## src/rtl/slru_pkg.sv

```systemverilog
package slru_pkg;
  typedef enum logic [2:0] {
    EV_NONE,
    EV_HIT_PROT,
    EV_HIT_PROB,
    EV_HIT_PROB_DEM,
    EV_FILL
  } slru_ev_e;
endpackage

```

## src/rtl/slru_event_dec.sv

```systemverilog
module slru_event_dec
  import slru_pkg::*;
#(
  parameter int NUM_WAYS = 4,
  parameter int PROT_MAX = 2,
  localparam int WAY_W   = $clog2(NUM_WAYS),
  localparam int RANK_W  = WAY_W,
  localparam int CNT_W   = $clog2(NUM_WAYS + 1)
) (
  input  logic                             access_valid_i,
  input  logic                             hit_i,
  input  logic [WAY_W-1:0]                 hit_way_i,
  input  logic [WAY_W-1:0]                 victim_i,
  input  logic [NUM_WAYS-1:0]              valid_i,
  input  logic [NUM_WAYS-1:0]              prot_i,
  input  logic [NUM_WAYS-1:0][RANK_W-1:0]  rank_i,
  output slru_ev_e                         ev_o,
  output logic [WAY_W-1:0]                 tgt_way_o,
  output logic [RANK_W-1:0]                tgt_rank_o,
  output logic [WAY_W-1:0]                 dem_way_o
);
  logic [CNT_W-1:0] cnt_prot;
  logic             hit_ok;

  always_comb begin
    cnt_prot  = '0;
    dem_way_o = '0;
    for (int w = 0; w < NUM_WAYS; w++) begin
      if (valid_i[w] && prot_i[w]) begin
        cnt_prot = cnt_prot + CNT_W'(1);
        // oldest protected slot when the list is at its limit
        if (int'(rank_i[w]) == PROT_MAX - 1) dem_way_o = WAY_W'(w);
      end
    end
  end

  always_comb begin
    hit_ok     = (int'(hit_way_i) < NUM_WAYS) && valid_i[hit_way_i];
    ev_o       = EV_NONE;
    tgt_way_o  = '0;
    tgt_rank_o = '0;
    if (access_valid_i) begin
      if (!hit_i) begin
        ev_o       = EV_FILL;
        tgt_way_o  = victim_i;
        tgt_rank_o = rank_i[victim_i];
      end else if (hit_ok) begin
        tgt_way_o  = hit_way_i;
        tgt_rank_o = rank_i[hit_way_i];
        if (prot_i[hit_way_i])              ev_o = EV_HIT_PROT;
        else if (int'(cnt_prot) >= PROT_MAX) ev_o = EV_HIT_PROB_DEM;
        else                                ev_o = EV_HIT_PROB;
      end
    end
  end
endmodule

```

## src/rtl/slru_way_cell.sv

```systemverilog
module slru_way_cell
  import slru_pkg::*;
#(
  parameter int WAY_W  = 2,
  parameter int RANK_W = 2,
  parameter int IDX    = 0
) (
  input  slru_ev_e          ev_i,
  input  logic [WAY_W-1:0]  tgt_way_i,
  input  logic [RANK_W-1:0] tgt_rank_i,
  input  logic [WAY_W-1:0]  dem_way_i,
  input  logic              valid_i,
  input  logic              prot_i,
  input  logic [RANK_W-1:0] rank_i,
  output logic              valid_o,
  output logic              prot_o,
  output logic [RANK_W-1:0] rank_o
);
  logic is_tgt, is_dem, in_prot, in_prob;

  assign is_tgt  = (int'(tgt_way_i) == IDX);
  assign is_dem  = (int'(dem_way_i) == IDX);
  assign in_prot = valid_i && prot_i;
  assign in_prob = valid_i && !prot_i;

  always_comb begin
    valid_o = valid_i;
    prot_o  = prot_i;
    rank_o  = rank_i;
    unique case (ev_i)
      EV_HIT_PROT: begin
        if (is_tgt)                             rank_o = '0;
        else if (in_prot && rank_i < tgt_rank_i) rank_o = rank_i + RANK_W'(1);
      end
      EV_HIT_PROB: begin
        if (is_tgt) begin
          prot_o = 1'b1;
          rank_o = '0;
        end else if (in_prot) begin
          rank_o = rank_i + RANK_W'(1);
        end else if (in_prob && rank_i > tgt_rank_i) begin
          rank_o = rank_i - RANK_W'(1);
        end
      end
      EV_HIT_PROB_DEM: begin
        if (is_tgt) begin
          prot_o = 1'b1;
          rank_o = '0;
        end else if (is_dem && in_prot) begin
          prot_o = 1'b0;
          rank_o = '0;
        end else if (in_prot) begin
          rank_o = rank_i + RANK_W'(1);
        end else if (in_prob && rank_i < tgt_rank_i) begin
          // removal below and insertion on top cancel for older ways
          rank_o = rank_i + RANK_W'(1);
        end
      end
      EV_FILL: begin
        if (is_tgt) begin
          valid_o = 1'b1;
          prot_o  = 1'b0;
          rank_o  = '0;
        end else if (in_prob) begin
          rank_o = rank_i + RANK_W'(1);
        end
      end
      default: ;
    endcase
  end
endmodule

```

## src/rtl/slru_victim_pick.sv

```systemverilog
module slru_victim_pick #(
  parameter int NUM_WAYS = 4,
  localparam int WAY_W   = $clog2(NUM_WAYS),
  localparam int RANK_W  = WAY_W,
  localparam int CNT_W   = $clog2(NUM_WAYS + 1)
) (
  input  logic [NUM_WAYS-1:0]             valid_i,
  input  logic [NUM_WAYS-1:0]             prot_i,
  input  logic [NUM_WAYS-1:0][RANK_W-1:0] rank_i,
  output logic [WAY_W-1:0]                victim_o
);
  logic [CNT_W-1:0] cnt_prob, cnt_prot;
  logic [WAY_W-1:0] inv_way, prob_lru, prot_lru;
  logic             any_inv;

  always_comb begin
    cnt_prob = '0;
    cnt_prot = '0;
    for (int w = 0; w < NUM_WAYS; w++) begin
      if (valid_i[w] && !prot_i[w]) cnt_prob = cnt_prob + CNT_W'(1);
      if (valid_i[w] &&  prot_i[w]) cnt_prot = cnt_prot + CNT_W'(1);
    end
  end

  always_comb begin
    any_inv = 1'b0;
    inv_way = '0;
    for (int w = NUM_WAYS - 1; w >= 0; w--) begin
      if (!valid_i[w]) begin
        any_inv = 1'b1;
        inv_way = WAY_W'(w);
      end
    end
  end

  always_comb begin
    prob_lru = '0;
    prot_lru = '0;
    for (int w = 0; w < NUM_WAYS; w++) begin
      if (valid_i[w] && !prot_i[w] && int'(rank_i[w]) == int'(cnt_prob) - 1)
        prob_lru = WAY_W'(w);
      if (valid_i[w] && prot_i[w] && int'(rank_i[w]) == int'(cnt_prot) - 1)
        prot_lru = WAY_W'(w);
    end
  end

  always_comb begin
    if (any_inv)             victim_o = inv_way;
    else if (cnt_prob != '0) victim_o = prob_lru;
    else                     victim_o = prot_lru;
  end
endmodule

```

## src/rtl/slru_way_sel.sv

```systemverilog
module slru_way_sel
  import slru_pkg::*;
#(
  parameter int NUM_WAYS = 4,
  parameter int PROT_MAX = 2,
  localparam int WAY_W   = $clog2(NUM_WAYS),
  localparam int RANK_W  = WAY_W
) (
  input  logic             clk_i,
  input  logic             rst_ni,
  input  logic             access_valid_i,
  input  logic             hit_i,
  input  logic [WAY_W-1:0] hit_way_i,
  output logic [WAY_W-1:0] victim_way_o,
  output logic             fill_done_o
);
  logic [NUM_WAYS-1:0]             valid_q, valid_d;
  logic [NUM_WAYS-1:0]             prot_q, prot_d;
  logic [NUM_WAYS-1:0][RANK_W-1:0] rank_q, rank_d;
  logic [WAY_W-1:0]                victim_q, victim_d;
  logic                            fill_q;

  slru_ev_e          ev;
  logic [WAY_W-1:0]  tgt_way, dem_way;
  logic [RANK_W-1:0] tgt_rank;

  slru_event_dec #(
    .NUM_WAYS(NUM_WAYS),
    .PROT_MAX(PROT_MAX)
  ) u_dec (
    .access_valid_i(access_valid_i),
    .hit_i         (hit_i),
    .hit_way_i     (hit_way_i),
    .victim_i      (victim_q),
    .valid_i       (valid_q),
    .prot_i        (prot_q),
    .rank_i        (rank_q),
    .ev_o          (ev),
    .tgt_way_o     (tgt_way),
    .tgt_rank_o    (tgt_rank),
    .dem_way_o     (dem_way)
  );

  for (genvar w = 0; w < NUM_WAYS; w++) begin : g_way
    slru_way_cell #(
      .WAY_W (WAY_W),
      .RANK_W(RANK_W),
      .IDX   (w)
    ) u_cell (
      .ev_i      (ev),
      .tgt_way_i (tgt_way),
      .tgt_rank_i(tgt_rank),
      .dem_way_i (dem_way),
      .valid_i   (valid_q[w]),
      .prot_i    (prot_q[w]),
      .rank_i    (rank_q[w]),
      .valid_o   (valid_d[w]),
      .prot_o    (prot_d[w]),
      .rank_o    (rank_d[w])
    );
  end

  // victim is computed from next state so the output is registered
  slru_victim_pick #(
    .NUM_WAYS(NUM_WAYS)
  ) u_pick (
    .valid_i (valid_d),
    .prot_i  (prot_d),
    .rank_i  (rank_d),
    .victim_o(victim_d)
  );

  always_ff @(posedge clk_i or negedge rst_ni) begin
    if (!rst_ni) begin
      valid_q  <= '0;
      prot_q   <= '0;
      rank_q   <= '0;
      victim_q <= '0;
      fill_q   <= 1'b0;
    end else begin
      valid_q  <= valid_d;
      prot_q   <= prot_d;
      rank_q   <= rank_d;
      victim_q <= victim_d;
      fill_q   <= (ev == EV_FILL);
    end
  end

  assign victim_way_o = victim_q;
  assign fill_done_o  = fill_q;
endmodule

```

## config.mk

```make
export PLATFORM = sky130hd
export DESIGN_NAME = slru_way_sel
export DESIGN_NICKNAME = d
export VERILOG_FILES = /design/src/rtl/slru_pkg.sv /design/src/rtl/slru_event_dec.sv /design/src/rtl/slru_way_cell.sv /design/src/rtl/slru_victim_pick.sv /design/src/rtl/slru_way_sel.sv
export SDC_FILE = /design/constraint.sdc
export NUM_CORES = 1
export LEC_CHECK = 0
export BUFFER_PORTS_ARGS = -buffer_cell sky130_fd_sc_hd__buf_2
export CAP_MARGIN = 20
export CORE_ASPECT_RATIO = 0.9
export CORE_UTILIZATION = 40
export DETAILED_ROUTE_END_ITERATION = 6
export GPL_ROUTABILITY_DRIVEN = 0
export SLEW_MARGIN = 20
export SYNTH_ARGS = -nofsm -noshare
export SYNTH_HDL_FRONTEND = slang
export SYNTH_HIERARCHICAL = 1
export SYNTH_SLANG_ARGS = --single-unit
```

## constraint.sdc

```tcl
create_clock -name clk_i -period 5.6 [get_ports clk_i]
set_clock_uncertainty 0.15 [all_clocks]
set_input_delay 0.28 -clock clk_i [delete_from_list [all_inputs] [get_ports clk_i]]
set_output_delay 0.28 -clock clk_i [all_outputs]
set_load 0.02 [all_outputs]
```

==> flow_metrics.py, run 1 <==
metrics = {
    "clocking": {
        "cts_buffer_depth": 2,
        "cts_made_buffers": 3,
        "cts_tree": "yes",
        "clock_sinks": 19,
        "clk_latency_ps": 270,
        "cts_max_level": 1,
        "cts_setup_buffers": 0,
        "cts-root-buf": "clkbuf_8",
        "clk_pin_slew_ps": 90,
    },
    "pwr": {
        "total_power_mw": 1.47,
        "p_sw_share_pct": 50.9,
        "power_switching_mw": 0.748,
        "peakVddDrop_uv": 219,
        "pwr-share-seq_pct": 18.5,
        "power.density_mw_per_mm2": 419,
        "power_frac_comb_pct": 74.2,
        "clockPowerShare_pct": 7.3,
        "leakage_nw": 1.41,
        "p_int_mw": 0.722,
    },
    "finish": {
        "drive_gt1_share_pct": 18.5,
        "final_util_pct": 45.9,
        "fillers": 760,
        "design_area_mm2": 0.00351,
        "layout.cells.non_filler": 507,
        "ff_latch_area_um2": 475,
        "fin_nets": 436,
        "layout_commonest_cell": "nand2_1",
        "most-common-layout-cells": "nand2_1 (41), nor2_1 (27), inv_1 (25)",
        "multiInputGateArea_mm2": 0.00260,
        "antenna-diode-count": 0,
        "area_growth_pct": 9.01,
    },
    "setup_path": {
        "required_ps": 5600,
        "startpoint_type": "flop",
        "crit_fanout": 13,
        "crit_type": "flop to flop",
        "startpoint": "prot_q[3]",
        "cp-endpoint": "victim_way_o[0]",
        "timing.rr.start": "prot_q[3]",
        "arrival_ps": 5180,
        "r2r_slack_ps": 420,
        "end_kind": "flop",
        "regToRegEndpoint": "victim_way_o[0]",
        "rr_worst_depth": 18,
    },
    "routing": {
        "vias": 3121,
        "wirelength_um": 8760,
        "via_per_inst": 6.16,
        "drtIter0Drc": 173,
        "drtPass1Iterations": 5,
        "drc": 0,
        "routedWlPerCell_um": 17.3,
        "antenna_left": 0,
    },
    "place": {
        "dp_cells": 502,
        "preCtsSetupSlack_ps": 379,
        "place_hpwl_um": 6740,
        "port_buffers": 8,
        "placed_cell_area_mm2": 0.00344,
    },
    "synthesis": {
        "syn_area_mm2": 0.00322,
        "synth_compound_area_share_pct": 27.0,
        "synth-seq-area-share_pct": 14.8,
        "synth_xor_area_share_pct": 9.40,
        "netlist_instances": 391,
        "ys_warn_count": 6,
        "ys_ff_latch": 19,
        "synthArstFlopShare_pct": 100,
        "synth_fa_ha_area_share_pct": 6.99,
        "synth_ff_type": "dfrtp_1",
        "synth.area.mux_share_pct": 5.59,
        "yosys.area_share.simple_pct": 30.8,
        "synth_top_family_by_area": "simple AND/OR/NAND/NOR gates",
        "syn_avg_cell_area_um2": 8.24,
        "synth_edf_count": 0,
        "synthDistinctLibCells": 81,
        "synth_fp_nets": 415,
    },
    "floorplanning": {
        "die_x_um": 96.6,
        "fp.dieH_um": 87.1,
        "coreArea_mm2": 0.00766,
        "io_pins": 9,
        "die_area_mm2": 0.00842,
        "core.rowCount": 30,
        "start_util_pct": 42.1,
    },
    "sta": {
        "period_share_pct": 92.6,
        "clock.fmax_ghz": 0.193,
        "setup_slack_ps": 417,
        "worstMarginPinSlew_ps": 774,
        "whs_ps": 350,
        "finalHoldViolCount": 0,
        "setup_viol": 0,
        "fin_setup_tns_ps": 0,
        "finalCriticalPeriod_ps": 5180,
        "relSlewSlack_pct": 48.1,
        "rsz0062_at_grt": "false",
        "slew_violations": 0,
    },
    "min_path": {
        "hp-class": "input port to asynchronous set/reset pin",
    },
    "global_route": {
        "antenna_found_initial": 0,
        "met1_usage_pct": 30.5,
        "grtUsageMet3_pct": 1.61,
        "grt_pass1_wl_um": 14500,
        "grt_max_degree": 21,
        "grt-ovfl-total": 0,
        "use_met2_pct": 33.4,
        "busiest_layer": "met2",
        "grt_util_all_layers_pct": 20.7,
        "grt_pass1_vias": 2870,
    },
    "run": {
        "max-cap-violations": 0,
    },
    "run_status": {
        "outcome": "complete, no violations",
    },
}
==> flip-flops by register name, summed over array words and instances (netlist names) <==
register,cells
fill_done_o,1
prot_q,4
rank_q,8
valid_q,4
victim_way_o,2
==> what timing repair did <==
action,CTS,global route
gates resized for setup,0,2
hold endpoints to repair,19,0
endpoints found under the setup margin,0,2
hold buffers,1,0
==> power groups by stage <==
stage	combinational (mW)	sequential [mW]	clock, mW
finish	1.09	0.272	0.108
global route	1.20	0.279	0.114
CTS	1.08	0.269	0.111
detailed placement	1.07	0.272	0
global placement	1.06	0.270	0
floorplan	0.867	0.245	0
==> cells by family after synthesis <==
family,Yosys count
buffers and inverters,36
xor gates and xnor gates,30
AOI/OAI and AO/OA,107
muxes,11
DFF,19
and+or+nand+nor,170
adders and majority gates,18
==> Yosys cell counts (3+ instances only) <==
cell type	instances	area share (%)
a211oi_1	3	0.70
a21oi_1	17	2.6
a221oi_1	4	1.1
a22o_1	3	0.82
a22oi_1	3	0.70
a2bb2oi_1	3	0.82
a31oi_1	4	0.78
a32oi_1	3	0.82
and2_1	3	0.58
buf_4	3	0.70
buf_6	4	1.4
dfrtp_1	19	15
ha_1	18	7.0
inv_1	25	2.9
mux2i_1	6	1.9
mux4_2	3	2.1
nand2_1	41	4.8
nand2b_1	17	3.3
nand3_1	6	0.93
nand3b_1	6	1.4
nand4b_1	4	1.1
nor2_1	28	3.3
nor2b_1	6	1.2
nor2b_4	3	1.3
nor3_1	15	2.3
nor3b_2	3	1.2
nor4_1	4	0.78
nor4_2	3	1.2
o2111ai_1	4	1.1
o211ai_1	3	0.70
o21ai_0	14	2.2
o21ai_1	7	1.1
o21ba_1	3	0.93
o221ai_2	3	1.4
o22a_1	3	0.82
or2_2	4	0.78
or3_1	5	0.97
xnor2_1	13	3.5
xor2_1	14	3.8
==> worst max-delay path, cell delays in order (launching register included) <==
cell	delay, ps
dfrtp_1	560
mux4_2	600
a311oi_1	410
a211oi_4	170
buf_4	210
nor3b_1	330
nand2_1	90
nand2_1	360
nand2_4	170
o21ai_0	290
ha_1	310
mux2i_1	140
ha_1	300
xor2_1	220
nor2b_1	200
a21oi_1	80
and3_1	180
a211oi_2	170
o211ai_2	110
==> layout make-up <==
type                       instances  share of cell area, %
clock buffer                       3                   1.18
clock inverter                     1                  0.214
timing repair buffer              25                   4.85
inverter                          27                   2.89
sequential                        19                   13.5
multi-input combinational        336                   73.9
tap                               96                   3.42
==> per-layer routing <==
layer	wire, um	part of all wire, %
met1	4270	49
met2	3920	45
met3	525	6.0
met4	42	0.48
met5	0	0
==> worst min-delay path by stage <==
stage / start / to / slack (ps) / cells after the start
floorplan: rst_ni / fill_done_o / -170 / 0
global placement: rst_ni / rank_q[7] / 120 / 1
detailed placement: rst_ni / rank_q[7] / 120 / 1
CTS: rst_ni / rank_q[7] / 350 / 2
global route: rst_ni / rank_q[7] / 390 / 2
finish: rst_ni / rank_q[7] / 350 / 2
Power figures use the tool's default switching activity.
==> run 2: changes to the inputs <==
--- a/config.mk
+++ b/config.mk
@@ -7,10 +7,14 @@
 export LEC_CHECK = 0
 export BUFFER_PORTS_ARGS = -buffer_cell sky130_fd_sc_hd__buf_2
 export CAP_MARGIN = 20
+export CELL_PAD_IN_SITES_DETAIL_PLACEMENT = 0
+export CELL_PAD_IN_SITES_GLOBAL_PLACEMENT = 2
 export CORE_ASPECT_RATIO = 0.9
-export CORE_UTILIZATION = 40
+export CORE_UTILIZATION = 36
 export DETAILED_ROUTE_END_ITERATION = 6
 export GPL_ROUTABILITY_DRIVEN = 0
+export PLACE_DENSITY_LB_ADDON = 0.1
+export REMOVE_ABC_BUFFERS = 1
 export SLEW_MARGIN = 20
 export SYNTH_ARGS = -nofsm -noshare
 export SYNTH_HDL_FRONTEND = slang
==> flow_metrics.py, run 2 (synthesized netlist as in run 1, its figures left out) <==
metrics = {
    "clocking": {
        "clk_pin_slew_ps": 90,
        "cts_buffer_depth": 2,
        "clock_sinks": 19,
        "cts_tree": "yes",
        "clk_latency_ps": 270,
        "cts_made_buffers": 3,
        "cts_max_level": 1,
        "cts-root-buf": "clkbuf_8",
    },
    "pwr": {
        "power_frac_comb_pct": 74.9,
        "peakVddDrop_uv": 223,
        "p_int_mw": 0.730,
        "clockPowerShare_pct": 7.3,
        "leakage_nw": 1.46,
        "total_power_mw": 1.48,
        "pwr-share-seq_pct": 17.8,
        "p_sw_share_pct": 50.8,
        "power_switching_mw": 0.754,
        "power.density_mw_per_mm2": 412,
    },
    "sta": {
        "whs_ps": 349,
        "setup_slack_ps": 343,
        "relSlewSlack_pct": 48.6,
        "period_share_pct": 93.9,
        "setup_viol": 0,
        "clock.fmax_ghz": 0.190,
        "finalCriticalPeriod_ps": 5260,
        "worstMarginPinSlew_ps": 771,
        "finalHoldViolCount": 0,
        "slew_violations": 0,
    },
    "setup_path": {
        "required_ps": 5610,
        "arrival_ps": 5260,
        "startpoint_type": "flop",
        "crit_type": "flop to flop",
        "end_kind": "flop",
        "crit_fanout": 14,
    },
    "finish": {
        "max_flop_register": "rank_q",
        "drive_gt1_share_pct": 20.1,
        "largest_reg_flops": 8,
        "fin_nets": 443,
        "fillers": 887,
        "layout_commonest_cell": "nand2_1",
        "reg_top3": "rank_q x8, prot_q x4, valid_q x4",
        "most-common-layout-cells": "nand2_1 (41), nor2_1 (27), inv_1 (25)",
        "area_growth_pct": 12.0,
        "antenna-diode-count": 0,
    },
    "routing": {
        "wirelength_um": 9780,
        "routedWlPerCell_um": 18.2,
        "vias": 3118,
        "via_per_inst": 5.81,
        "drc": 0,
        "antenna_left": 0,
        "drtPass1Iterations": 5,
        "drtIter0Drc": 146,
    },
    "global_route": {
        "grt-ovfl-total": 0,
        "grt_pass1_wl_um": 16100,
        "grt_util_all_layers_pct": 22.3,
        "antenna_found_initial": 0,
        "grt_max_degree": 26,
        "grt_pass1_vias": 3043,
    },
    "floorplanning": {
        "start_util_pct": 37.4,
        "core.rowCount": 32,
        "fp.dieH_um": 91.7,
        "die_area_mm2": 0.00933,
        "die_x_um": 102,
        "io_pins": 9,
        "coreArea_mm2": 0.00861,
    },
    "run_status": {
        "outcome": "complete, no violations",
    },
    "run": {
        "max-cap-violations": 0,
    },
    "place": {
        "port_buffers": 8,
        "preCtsSetupSlack_ps": 266,
        "place_hpwl_um": 7620,
    },
    "min_path": {
        "hp-class": "input port to asynchronous set/reset pin",
    },
}
## run 2: cell types whose count changed in the layout (fill, tap and decap cells not counted), sizes merged
| cell | delta |
|---|---|
| buf | +7 |
## run 2: power groups by stage
stage	logic, mW	registers [mW]	clock network [mW]
after floorplan	0.849	0.250	0
after global placement	1.11	0.267	0
after detailed placement	1.10	0.265	0
after CTS	1.11	0.263	0.113
after global routing	1.25	0.270	0.118
final	1.11	0.264	0.109
## run 2: metal layers
| metal | vias up | part of all wire [%] | wire [um] | global-route usage (%) |
|---|---|---|---|---|
| li1 | 1523 | - | - | - |
| met1 | 1511 | 51 | 4990 | 32.0 |
| met2 | 70 | 43 | 4210 | 34.4 |
| met3 | 14 | 3.9 | 378 | 3.28 |
| met4 | 0 | 2.1 | 201 | 6.16 |
| met5 | - | 0 | 0 | 0 |
## run 2: worst paths after layout
check,to,slack (ps),start,cells past startpoint
worst max-delay path,victim_way_o[0],340,prot_q[1],20
worst min-delay path,valid_q[2],350,rst_ni,2
worst max register to register,victim_way_o[0],340,prot_q[1],20
worst min register to register,rank_q[1],590,rank_q[1],2
max in group asynchronous,rank_q[6],4610,rst_ni,2
min in group clk_i,fill_done_o,410,hit_i,4
## run 2: repair_timing
action,in CTS,in global routing
buffers inserted,0,2
endpoints found under the setup margin,0,2
hold buffers,1,0
gates resized for setup,0,4
endpoints found under the hold margin,19,0
## run 2: critical path: stages, from the launching register on
cell and delay [ps]:
dfrtp_1 410, buf_4 200, mux4_2 540, a311oi_1 410
a211oi_4 180, buf_4 170, nor3b_2 300, nand2_1 100
nand2_1 160, and2_1 210, ha_1 360, xnor2_4 270
ha_1 280, mux2i_1 140, ha_1 300, xor2_1 210
nor2b_1 200, a21oi_1 80, and3_1 180, a211oi_2 160
o211ai_2 110
## run 2: layout make-up
class	instances	area (um2)	area share (%)
Clock buffer	3	41.3	1.14
Clock inverter	1	7.51	0.208
Inverter	27	101	2.81
Multi-Input combinational cell	336	2610	72.4
Sequential cell	19	475	13.2
Tap cell	119	149	4.13
Timing Repair Buffer	32	223	6.17
## run 2: metrics by stage
stage | setup TNS [ps] | cells | instance area [um2] | utilization [%]
finish | 0 | 537 | 3610 | 41.9
detailed placement | 0 | 530 | 3510 | 40.8
global route | -18.5 | 537 | 3610 | 41.9
global placement | 0 | 530 | 3510 | 40.8
CTS | 0 | 535 | 3570 | 41.4
floorplan | -1270 | 382 | 3140 | -
